### src/rtl/spi_cmd_pkg.sv
package spi_cmd_pkg;
  localparam int ADDR_W  = 3;
  localparam int DATA_W  = 8;
  localparam int SEL_W   = 3;
  localparam int CNT_W   = 2;
  localparam int NUM_TX  = 3;
  localparam int NUM_RX  = 3;
  localparam int BYTE_W  = 3;  // wide enough for 1 + 3 + 3 bytes
  localparam int NUM_SEL = 1 << SEL_W;

  localparam logic [ADDR_W-1:0] OFS_CTL = 3'd0;
  localparam logic [ADDR_W-1:0] OFS_OP  = 3'd1;
  localparam int                TX_BASE = 2;
  localparam int                RX_BASE = 5;

  typedef struct packed {
    logic [SEL_W-1:0] clk_sel;  // bits 6:4
    logic [CNT_W-1:0] rd_cnt;   // bits 3:2
    logic [CNT_W-1:0] wr_cnt;   // bits 1:0
  } ctl_t;

  typedef enum logic [1:0] {
    SQ_IDLE  = 2'd0,
    SQ_SHIFT = 2'd1,
    SQ_HOLD  = 2'd2
  } seq_state_e;
endpackage

### src/rtl/spi_clk_div.sv
module spi_clk_div
  import spi_cmd_pkg::*;
#(
  parameter int HALF_MAX = 128
) (
  input  logic             clk,
  input  logic             rst_n,
  input  logic             en,
  input  logic [SEL_W-1:0] sel,
  output logic             tick
);
  localparam int CW = $clog2(HALF_MAX) + 1;

  logic [CW-1:0] half_tbl [NUM_SEL];
  logic [CW-1:0] cnt_q, cnt_d;
  logic [CW-1:0] half_cur;

  // one half-period length per clock select, never below one cycle
  for (genvar g = 0; g < NUM_SEL; g++) begin : g_tbl
    localparam int HV = ((HALF_MAX >> g) < 1) ? 1 : (HALF_MAX >> g);
    assign half_tbl[g] = CW'(HV);
  end

  assign half_cur = half_tbl[sel];
  assign tick     = en && (cnt_q == half_cur - CW'(1));

  always_comb begin
    if (!en)       cnt_d = '0;
    else if (tick) cnt_d = '0;
    else           cnt_d = cnt_q + CW'(1);
  end

  always_ff @(posedge clk or negedge rst_n) begin
    if (!rst_n) cnt_q <= '0;
    else        cnt_q <= cnt_d;
  end
endmodule

### src/rtl/spi_cmd_regs.sv
module spi_cmd_regs
  import spi_cmd_pkg::*;
(
  input  logic                          clk,
  input  logic                          rst_n,
  input  logic                          reg_wr,
  input  logic [ADDR_W-1:0]             reg_addr,
  input  logic [DATA_W-1:0]             reg_wdata,
  output logic [DATA_W-1:0]             reg_rdata,
  input  logic                          busy,
  input  logic [NUM_RX-1:0]             rx_we,
  input  logic [DATA_W-1:0]             rx_byte,
  output logic                          start,
  output logic [DATA_W-1:0]             opcode,
  output logic [NUM_TX-1:0][DATA_W-1:0] tx_bytes,
  output ctl_t                          ctl
);
  logic                          wr_ok;
  ctl_t                          ctl_q, ctl_d;
  logic [DATA_W-1:0]             op_q, op_d;
  logic [NUM_TX-1:0][DATA_W-1:0] tx_q, tx_d;
  logic [NUM_RX-1:0][DATA_W-1:0] rx_q, rx_d;

  assign wr_ok = reg_wr && !busy;
  assign start = wr_ok && (reg_addr == OFS_CTL);

  always_comb begin
    ctl_d = ctl_q;
    op_d  = op_q;
    tx_d  = tx_q;
    rx_d  = rx_q;
    if (start) ctl_d = ctl_t'(reg_wdata[6:0]);
    if (wr_ok && reg_addr == OFS_OP) op_d = reg_wdata;
    for (int i = 0; i < NUM_TX; i++) begin
      if (wr_ok && reg_addr == ADDR_W'(TX_BASE + i)) tx_d[i] = reg_wdata;
    end
    for (int i = 0; i < NUM_RX; i++) begin
      if (start)         rx_d[i] = '0;
      else if (rx_we[i]) rx_d[i] = rx_byte;
    end
  end

  always_ff @(posedge clk or negedge rst_n) begin
    if (!rst_n) begin
      ctl_q <= '0;
      op_q  <= '0;
      tx_q  <= '0;
      rx_q  <= '0;
    end else begin
      ctl_q <= ctl_d;
      op_q  <= op_d;
      tx_q  <= tx_d;
      rx_q  <= rx_d;
    end
  end

  always_comb begin
    reg_rdata = '0;
    if (reg_addr == OFS_CTL) reg_rdata = {busy, ctl_q};
    if (reg_addr == OFS_OP)  reg_rdata = op_q;
    for (int i = 0; i < NUM_TX; i++) begin
      if (reg_addr == ADDR_W'(TX_BASE + i)) reg_rdata = tx_q[i];
    end
    for (int i = 0; i < NUM_RX; i++) begin
      if (reg_addr == ADDR_W'(RX_BASE + i)) reg_rdata = rx_q[i];
    end
  end

  assign opcode   = op_q;
  assign tx_bytes = tx_q;
  assign ctl      = ctl_q;
endmodule

### src/rtl/spi_cmd_seq.sv
module spi_cmd_seq
  import spi_cmd_pkg::*;
(
  input  logic                          clk,
  input  logic                          rst_n,
  input  logic                          start,
  input  ctl_t                          ctl,
  input  logic [DATA_W-1:0]             opcode,
  input  logic [NUM_TX-1:0][DATA_W-1:0] tx_bytes,
  input  logic                          tick,
  input  logic                          spi_miso,
  output logic                          busy,
  output logic                          spi_cs_n,
  output logic                          spi_sck,
  output logic                          spi_mosi,
  output logic [NUM_RX-1:0]             rx_we,
  output logic [DATA_W-1:0]             rx_byte
);
  seq_state_e        state_q, state_d;
  logic              sck_q, sck_d;
  logic              cs_n_q, cs_n_d;
  logic [DATA_W-1:0] tx_sr_q, tx_sr_d;
  logic [DATA_W-1:0] rx_sr_q, rx_sr_d;
  logic [2:0]        bit_q, bit_d;
  logic [BYTE_W-1:0] byte_q, byte_d;
  logic [BYTE_W-1:0] wr_n, last_byte, nxt_idx, rx_sel;
  logic [DATA_W-1:0] nxt_byte;
  logic              rx_fire;

  assign wr_n      = BYTE_W'(ctl.wr_cnt);
  assign last_byte = wr_n + BYTE_W'(ctl.rd_cnt);
  assign nxt_idx   = byte_q + BYTE_W'(1);
  assign rx_sel    = byte_q - wr_n - BYTE_W'(1);

  // next outgoing byte: argument bytes up to the count, zeros after
  always_comb begin
    nxt_byte = '0;
    for (int i = 0; i < NUM_TX; i++) begin
      if (nxt_idx == BYTE_W'(i + 1) && nxt_idx <= wr_n) nxt_byte = tx_bytes[i];
    end
  end

  always_comb begin
    state_d = state_q;
    sck_d   = sck_q;
    cs_n_d  = cs_n_q;
    tx_sr_d = tx_sr_q;
    rx_sr_d = rx_sr_q;
    bit_d   = bit_q;
    byte_d  = byte_q;
    rx_fire = 1'b0;
    case (state_q)
      SQ_IDLE: begin
        if (start) begin
          state_d = SQ_SHIFT;
          cs_n_d  = 1'b0;
          sck_d   = 1'b0;
          bit_d   = '0;
          byte_d  = '0;
          tx_sr_d = opcode;
        end
      end
      SQ_SHIFT: begin
        if (tick) begin
          if (!sck_q) begin
            sck_d   = 1'b1;
            rx_sr_d = {rx_sr_q[DATA_W-2:0], spi_miso};
          end else begin
            sck_d = 1'b0;
            if (bit_q == 3'd7) begin
              rx_fire = (byte_q > wr_n);
              if (byte_q == last_byte) begin
                state_d = SQ_HOLD;
              end else begin
                byte_d  = nxt_idx;
                bit_d   = '0;
                tx_sr_d = nxt_byte;
              end
            end else begin
              bit_d   = bit_q + 3'd1;
              tx_sr_d = {tx_sr_q[DATA_W-2:0], 1'b0};
            end
          end
        end
      end
      SQ_HOLD: begin
        if (tick) begin
          cs_n_d  = 1'b1;
          state_d = SQ_IDLE;
        end
      end
      default: state_d = SQ_IDLE;
    endcase
  end

  always_ff @(posedge clk or negedge rst_n) begin
    if (!rst_n) begin
      state_q <= SQ_IDLE;
      sck_q   <= 1'b0;
      cs_n_q  <= 1'b1;
      tx_sr_q <= '0;
      rx_sr_q <= '0;
      bit_q   <= '0;
      byte_q  <= '0;
    end else begin
      state_q <= state_d;
      sck_q   <= sck_d;
      cs_n_q  <= cs_n_d;
      tx_sr_q <= tx_sr_d;
      rx_sr_q <= rx_sr_d;
      bit_q   <= bit_d;
      byte_q  <= byte_d;
    end
  end

  for (genvar g = 0; g < NUM_RX; g++) begin : g_rxwe
    assign rx_we[g] = rx_fire && (rx_sel == BYTE_W'(g));
  end

  assign busy     = (state_q != SQ_IDLE);
  assign spi_cs_n = cs_n_q;
  assign spi_sck  = sck_q;
  assign spi_mosi = !cs_n_q && tx_sr_q[DATA_W-1];
  assign rx_byte  = rx_sr_q;
endmodule

### src/rtl/spi_cmd_engine.sv
module spi_cmd_engine
  import spi_cmd_pkg::*;
#(
  parameter int HALF_MAX = 128
) (
  input  logic              clk,
  input  logic              rst_n,
  input  logic              reg_wr,
  input  logic [ADDR_W-1:0] reg_addr,
  input  logic [DATA_W-1:0] reg_wdata,
  output logic [DATA_W-1:0] reg_rdata,
  output logic              spi_cs_n,
  output logic              spi_sck,
  output logic              spi_mosi,
  input  logic              spi_miso
);
  logic [1:0]                    rst_sync_q;
  logic                          rst_int_n;
  logic                          busy;
  logic                          start;
  logic                          tick;
  ctl_t                          ctl_cfg;
  logic [DATA_W-1:0]             opcode;
  logic [NUM_TX-1:0][DATA_W-1:0] tx_bytes;
  logic [NUM_RX-1:0]             rx_we;
  logic [DATA_W-1:0]             rx_byte;

  // reset asserts at once and is released two clock edges later
  always_ff @(posedge clk or negedge rst_n) begin
    if (!rst_n) rst_sync_q <= '0;
    else        rst_sync_q <= {rst_sync_q[0], 1'b1};
  end
  assign rst_int_n = rst_sync_q[1];

  spi_cmd_regs u_regs (
    .clk      (clk),
    .rst_n    (rst_int_n),
    .reg_wr   (reg_wr),
    .reg_addr (reg_addr),
    .reg_wdata(reg_wdata),
    .reg_rdata(reg_rdata),
    .busy     (busy),
    .rx_we    (rx_we),
    .rx_byte  (rx_byte),
    .start    (start),
    .opcode   (opcode),
    .tx_bytes (tx_bytes),
    .ctl      (ctl_cfg)
  );

  spi_clk_div #(.HALF_MAX(HALF_MAX)) u_div (
    .clk  (clk),
    .rst_n(rst_int_n),
    .en   (busy),
    .sel  (ctl_cfg.clk_sel),
    .tick (tick)
  );

  spi_cmd_seq u_seq (
    .clk     (clk),
    .rst_n   (rst_int_n),
    .start   (start),
    .ctl     (ctl_cfg),
    .opcode  (opcode),
    .tx_bytes(tx_bytes),
    .tick    (tick),
    .spi_miso(spi_miso),
    .busy    (busy),
    .spi_cs_n(spi_cs_n),
    .spi_sck (spi_sck),
    .spi_mosi(spi_mosi),
    .rx_we   (rx_we),
    .rx_byte (rx_byte)
  );
endmodule

### config.mk
export PLATFORM = sky130hd
export DESIGN_NAME = spi_cmd_engine
export DESIGN_NICKNAME = d
export VERILOG_FILES = /design/src/rtl/spi_cmd_pkg.sv /design/src/rtl/spi_clk_div.sv /design/src/rtl/spi_cmd_regs.sv /design/src/rtl/spi_cmd_seq.sv /design/src/rtl/spi_cmd_engine.sv
export SDC_FILE = /design/constraint.sdc
export NUM_CORES = 1
export LEC_CHECK = 0
export ABC_AREA = 1
export BUFFER_PORTS_ARGS = -buffer_cell sky130_fd_sc_hd__buf_2
export CORE_ASPECT_RATIO = 1.1
export CORE_MARGIN = 2
export CORE_UTILIZATION = 50
export CTS_BUF_LIST = sky130_fd_sc_hd__clkbuf_8 sky130_fd_sc_hd__clkbuf_16
export DETAILED_ROUTE_END_ITERATION = 10
export PLACE_DENSITY = 0.67
export SKIP_LAST_GASP = 1
export SLEW_MARGIN = 20
export SYNTH_ARGS = -nofsm -noshare
export SYNTH_HDL_FRONTEND = slang
export SYNTH_SLANG_ARGS = --single-unit
### constraint.sdc
create_clock -name clk -period 4.09 [get_ports clk]
set_input_delay 0.409 -clock clk [delete_from_list [all_inputs] [get_ports clk]]
set_output_delay 0.409 -clock clk [all_outputs]
set_load 0.005 [all_outputs]
-- Word level (Yosys, flattened, before mapping)
Memory sizes are Yosys's and may differ from the RTL's.
Cells that the tools add are included.
- bits in read-only memories: 64
- output and inout port bits: 11
- word-level logic and storage cells: 143
- register bits after elaboration: 99
- memories: 1
- input bits: 15
- equality and inequality tests: 25
- add/sub/neg operators: 7
- order comparisons: 3
- bitwise operators: 2
- muxes and demuxes: 55
- reduce and logical (&&, ||, !) cells: 31
- memory list (name ; depth ; width ; read ports ; clocked after Yosys merged registers in ; write ports ; RTL line ; text):
    (name not given) ; 8 ; 8 ; 1 ; 0 ; 0 ; spi_clk_div.sv:24 ; assign half_cur = half_tbl[sel];
- operators by type and width (cell ; count):
    $mux 8 ; 26
    $mux 3 ; 9
    $pmux 8 s2 ; 1
    $eq 3x2->1 const B ; 5
    $eq 3x3->1 const B ; 5
    $logic_and 1x1->1 ; 14
    $mux 2 ; 6
    $pmux 3 s2 ; 2
    $reduce_and 6->1 ; 2
    $reduce_bool 2->1 ; 6
    $eq 3x1->1 const B ; 3
    $reduce_and 3->1 ; 3
    $add 8x1->8 const B ; 1
    $eq 8x8->1 ; 1
    $mux 1 ; 8
    $ne 2x2->1 const B ; 4
    $sub 8x1->8 const B ; 1
    $add 3x1->3 const B ; 2
    $logic_not 3->1 ; 2
    $ne 2x1->1 const B ; 3
    $pmux 2 s3 ; 1
    $reduce_and 5->1 ; 1
    $ge 4x4->1 const B ; 1
    $not 3->4 ; 1
    13 further kinds ; 15

-- Logic depth before layout (Yosys ltp)
- depth after elaboration: 12
- depth in mapped cells: 14
- depth with buffers taken out: 14

-- By module
Synthesis repeated with hierarchy kept, for this count alone.
- cells, all modules: 722
- area, all modules: 5694.2 µm²
- modules (own cells, without submodules) (module ; times used ; area an instance (µm²) ; cells each):
    spi_cmd_regs ; 1 ; 2999.1 ; 340
    spi_cmd_seq ; 1 ; 2034.5 ; 287
    spi_clk_div ; 1 ; 606.8 ; 92
    spi_cmd_engine ; 1 ; 53.8 ; 3

-- Least setup slack after synthesis
OpenSTA, ideal clock, no wires.
- kind: register -> register
- start point: reg u_seq.byte_q[0]
- end point: reg u_seq.tx_sr_q[6]
- library setup time: 0.117 ns
- data required time: 3.973 ns
- clock period less this slack: 2.291 ns
- path slack: 1.799 ns
- stages on the path, launching flop included: 15
- arrival time: 2.174 ns
- cells stage by stage: dfrtp_1 inv_1 ha_1 ha_1 inv_1 nor2_1 o21ai_2 nand3_1 buf_2 o21ai_0 inv_1 nand2_1 nand2_1 nand2_1 nand2_1
- word-level cells in the longest chain between the ends: 11
- elaborated cells between the ends (all ways): 19
- classes of those cells: 1 x add/sub; 1 x order compare; 5 x eq/ne; 8 x mux; 4 x reduce/logical
- RTL lines (what ; RTL line ; text):
    start: declaration ; spi_cmd_seq.sv:25 ; logic [BYTE_W-1:0] byte_q, byte_d;
    start signal: assignment ; spi_cmd_seq.sv:112 ; byte_q <= byte_d;
    $add 3x1->3 ; spi_cmd_seq.sv:32 ; assign nxt_idx = byte_q + BYTE_W'(1);
    $le 3x2->1 or $eq 3x1->1 (tied branches) ; spi_cmd_seq.sv:39 ; if (nxt_idx == BYTE_W'(i + 1) && nxt_idx <= wr_n) nxt_byte = tx_bytes[i];
    $logic_and 1x1->1 ; spi_cmd_seq.sv:39 ;
    $mux 8 (3 in series) ; spi_cmd_seq.sv:39 ;
    $mux 8 ; spi_cmd_seq.sv:72 ; if (byte_q == last_byte) begin
    $mux 8 ; spi_cmd_seq.sv:70 ; if (bit_q == 3'd7) begin
    $mux 8 ; spi_cmd_seq.sv:65 ; if (!sck_q) begin
    $mux 8 ; spi_cmd_seq.sv:64 ; if (tick) begin
    $pmux 8 s2 ; spi_cmd_seq.sv:52 ; case (state_q)
    end signal: assignment ; spi_cmd_seq.sv:109 ; tx_sr_q <= tx_sr_d;
    end: declaration ; spi_cmd_seq.sv:22 ; logic [DATA_W-1:0] tx_sr_q, tx_sr_d;
Parallel ways exist; a longest one is shown, timed or not. The select of a mux whose other input is x is not followed.
A chain may end at the register's enable or synchronous reset.

-- Worst setup path in the final report
- start point: reg u_seq.byte_q[0]
- end point: reg u_seq.tx_sr_q[0]
Same word-level chain as after synthesis.

==> flow_metrics.py <==
metrics = {
    "timing": {
        "maxSlewViolCount": 0,
        "setup_viol": 0,
        "rsz0062_at_grt": "false",
        "fin_crit_ps": 3090,
        "hold_violations": 0,
        "relSlewSlack": 0.277,
        "period_share": 0.755,
        "hold_ws_ps": 236,
        "fmax_mhz": 324,
        "tns_ps": 0,
        "worstMarginPinSlew_ps": 1080,
        "final.setup_skew_ps": 7.75,
    },
    "global_route": {
        "grt_overflow_total": 0,
        "grt_pass1_wl_um": 22900,
        "grt_max_degree": 80,
        "grt_pass1_vias": 4487,
        "track_usage": 0.247,
        "antenna_found_initial": 0,
    },
    "setup_path": {
        "critPathLaunchType": "flop",
        "worstReg2RegStart": "u_seq.byte_q[0]",
        "r2r-end": "u_seq.tx_sr_q[0]",
        "crit_path_max_fanout": 17,
        "crit_type": "flop to flop",
        "crit_start": "u_seq.byte_q[0]",
        "r2r_cells": 13,
        "endpoint_kind": "flop",
        "reg2reg_slack_ps": 1000,
        "crit_arrival_ps": 3330,
        "crit_required_ps": 4330,
    },
    "placed_design": {
        "dp_hpwl_um": 10000,
        "routabilityCongestion": 0.988,
        "dpl.cell_count": 861,
        "io_buffers": 25,
    },
    "yosys": {
        "synthSimpleGateAreaFrac": 0.319,
        "synth_cell_types": 44,
        "synthAdderAreaFrac": 0.0370,
        "ys_async_sr_fraction": 1.00,
        "synthesis.instances": 713,
        "avgSynthCellArea_um2": 7.68,
        "muxShareOfSynthArea": 0,
        "synth_most_common_cell": "nand2_1",
        "yosysTopAreaCell": "dfrtp_1",
        "synth-xor-area-share": 0.0158,
        "syn-cell-area_mm2": 0.00548,
        "ys_ff_latch": 99,
        "ys_seq_area_frac": 0.452,
        "synth_compound_area_frac": 0.101,
        "synthFlopType": "dfrtp_1",
        "synth_edf_count": 0,
        "ys_top_cells_by_area": "dfrtp_1 45%, nand2_1 16%, nand4_1 5.6%",
        "synth_top_area_share": 0.448,
        "yosys_warnings": 0,
        "synth_top_family_by_area": "simple AND/OR/NAND/NOR gates",
        "syn_nets": 743,
        "netlist_top_cells_count": "229 x nand2_1, 98 x dfrtp_1, 68 x inv_1",
    },
    "drt": {
        "wire_per_inst_um": 16.0,
        "vias": 4866,
        "firstDrtPassIters": 5,
        "drc_errors": 0,
        "route.antenna.remaining_nets": 0,
        "drt_iter0_drc": 416,
        "wirelength_um": 14000,
        "via_per_inst": 5.54,
    },
    "power_and_ir_drop": {
        "power.ir.vdd_worst_mv": 0.391,
        "p_comb_frac": 0.324,
        "p_int_uw": 1970,
        "switching_power_uw": 1230,
        "switching_share": 0.385,
        "p_per_area_mw_per_mm2": 533,
        "leakage_uw": 0.00306,
        "seqPwrFrac": 0.417,
        "clock_power_share": 0.259,
    },
    "status": {
        "status": "finished clean",
    },
    "final_layout": {
        "layout.nets": 757,
        "drive_above_1_share": 0.0929,
        "final_cell_count_no_fill": 879,
        "areaGrowthSynthToFinish_pct": 9.52,
        "n_fill_cell": 1012,
        "antenna_cells": 0,
    },
    "clock_tree": {
        "clock_sinks": 99,
        "clk_pin_slew_ps": 70,
        "cts-root-buf": "clkbuf_16",
        "insertion_delay_ps": 350,
        "cts_buffers": 9,
        "cts_setup_buffers": 0,
        "clockBufferDepth": 2,
        "cts_tree": "built",
        "htreeDepth": 3,
    },
    "die": {
        "core_area_mm2": 0.0108,
        "row_count": 40,
        "io_pins": 26,
        "initial_core_util": 0.507,
        "die-area_mm2": 0.0118,
        "die_h_um": 114,
        "die_w_um": 104,
    },
    "run": {
        "max-cap-violations": 0,
    },
    "hold_path": {
        "hp-class": "flop to asynchronous set/reset pin",
    },
}
==> area by class of cell <==
cell class                 instances  area, um^2  share of cell area
sequential                        99        2480               0.414
inverter                          73         274              0.0457
tap                              147         184              0.0307
multi-input combinational        515        2590               0.432
timing repair buffer              29         178              0.0296
clock inverter                     6        50.0             0.00834
clock buffer                      10         239              0.0398
==> layer usage <==
layer  up-vias  part of all wire  track usage
met1      2276              0.42        0.319
li1       2369                 -            -
met4         0             0.026        0.119
met5         -                 0            0
met3        27             0.068       0.0434
met2       194              0.49        0.408
==> registers in the layout, summed over array words and instances, names as in the netlist <==
signal / count
u_regs.rx_q: 24
u_regs.tx_bytes: 24
u_regs.ctl: 7
u_div.cnt_q: 8
u_seq.spi_cs_n: 1
u_seq.rx_byte: 8
u_seq.spi_sck: 1
u_seq.byte_q: 3
u_regs.opcode: 8
u_seq.tx_sr_q: 8
u_seq.state_q: 2
rst_sync_q: 2
u_seq.bit_q: 3
==> worst max path at each step <==
stage / to
6_report: u_seq.tx_sr_q[0]
5_1_grt: u_seq.tx_sr_q[0]
4_1_cts: u_seq.tx_sr_q[5]
3_5_place_dp: u_seq.tx_sr_q[5]
3_3_place_gp: u_seq.tx_sr_q[7]
2_1_floorplan: u_div.cnt_q[0]
==> through the flow <==
| step | setup WS (ps) | utilization | total power [uW] | cell area (um^2) |
|---|---|---|---|---|
| floorplan | 1130 | - | 2080 | 5480 |
| CTS | 1050 | 0.552 | 3200 | 5970 |
| detailed placement | 1060 | 0.525 | 2360 | 5670 |
| finish | 1000 | 0.555 | 3200 | 6000 |
| global placement | 1250 | 0.525 | 2340 | 5670 |
| global route | 731 | 0.555 | 3400 | 6000 |
==> logic make-up (layout without fill, tap and decap cells) <==
| group | Yosys count | count (layout) |
|---|---|---|
| flip-flops | 99 | 99 |
| buffers and inverters | 99 | 118 |
| XOR/XNOR | 9 | 9 |
| AND/OR/NAND/NOR | 399 | 399 |
| AO/OA/AOI/OAI | 91 | 91 |
| other | 1 | 1 |
| adder cells (fa/ha/maj) | 15 | 15 |
==> layout by cell type, fill, tap and decap left out, types with 3 or more instances in the layout <==
master and instances:
nand2_1 229, dfrtp_1 97, inv_1 72, nor2_1 51
o21ai_0 51, nand4_1 49, nand3_1 48, buf_2 25
ha_1 13, a21oi_1 9, clkbuf_16 9, o21ai_2 8
o2111ai_1 7, a22oi_1 7, nor3_1 6, xor2_1 5
nand2_2 5, inv_2 3, xnor2_1 3
==> critical path: stages (launching register included) <==
cell and delay, ps:
dfrtp_1 500, inv_1 140, ha_1 340, ha_1 300, inv_1 60, nor2_1 40
o21ai_2 480, nand3_1 530, o21ai_0 330, inv_1 70, nand2_1 60, nand2_1 40
nand2_1 50, nand2_1 50
==> timing repair <==
action                    4_1_cts  5_1_grt
gates resized for setup         0        0
hold endpoints to repair        2        0
hold buffers                    1        0
==> power groups by stage <==
stage	registers (uW)	clock network, uW	logic [uW]
floorplan	1280	0	795
global placement	1350	0	986
detailed placement	1350	0	1010
CTS	1340	847	1010
global route	1350	886	1160
finish	1330	829	1040
No activity file was read; power rests on OpenSTA's default activity.
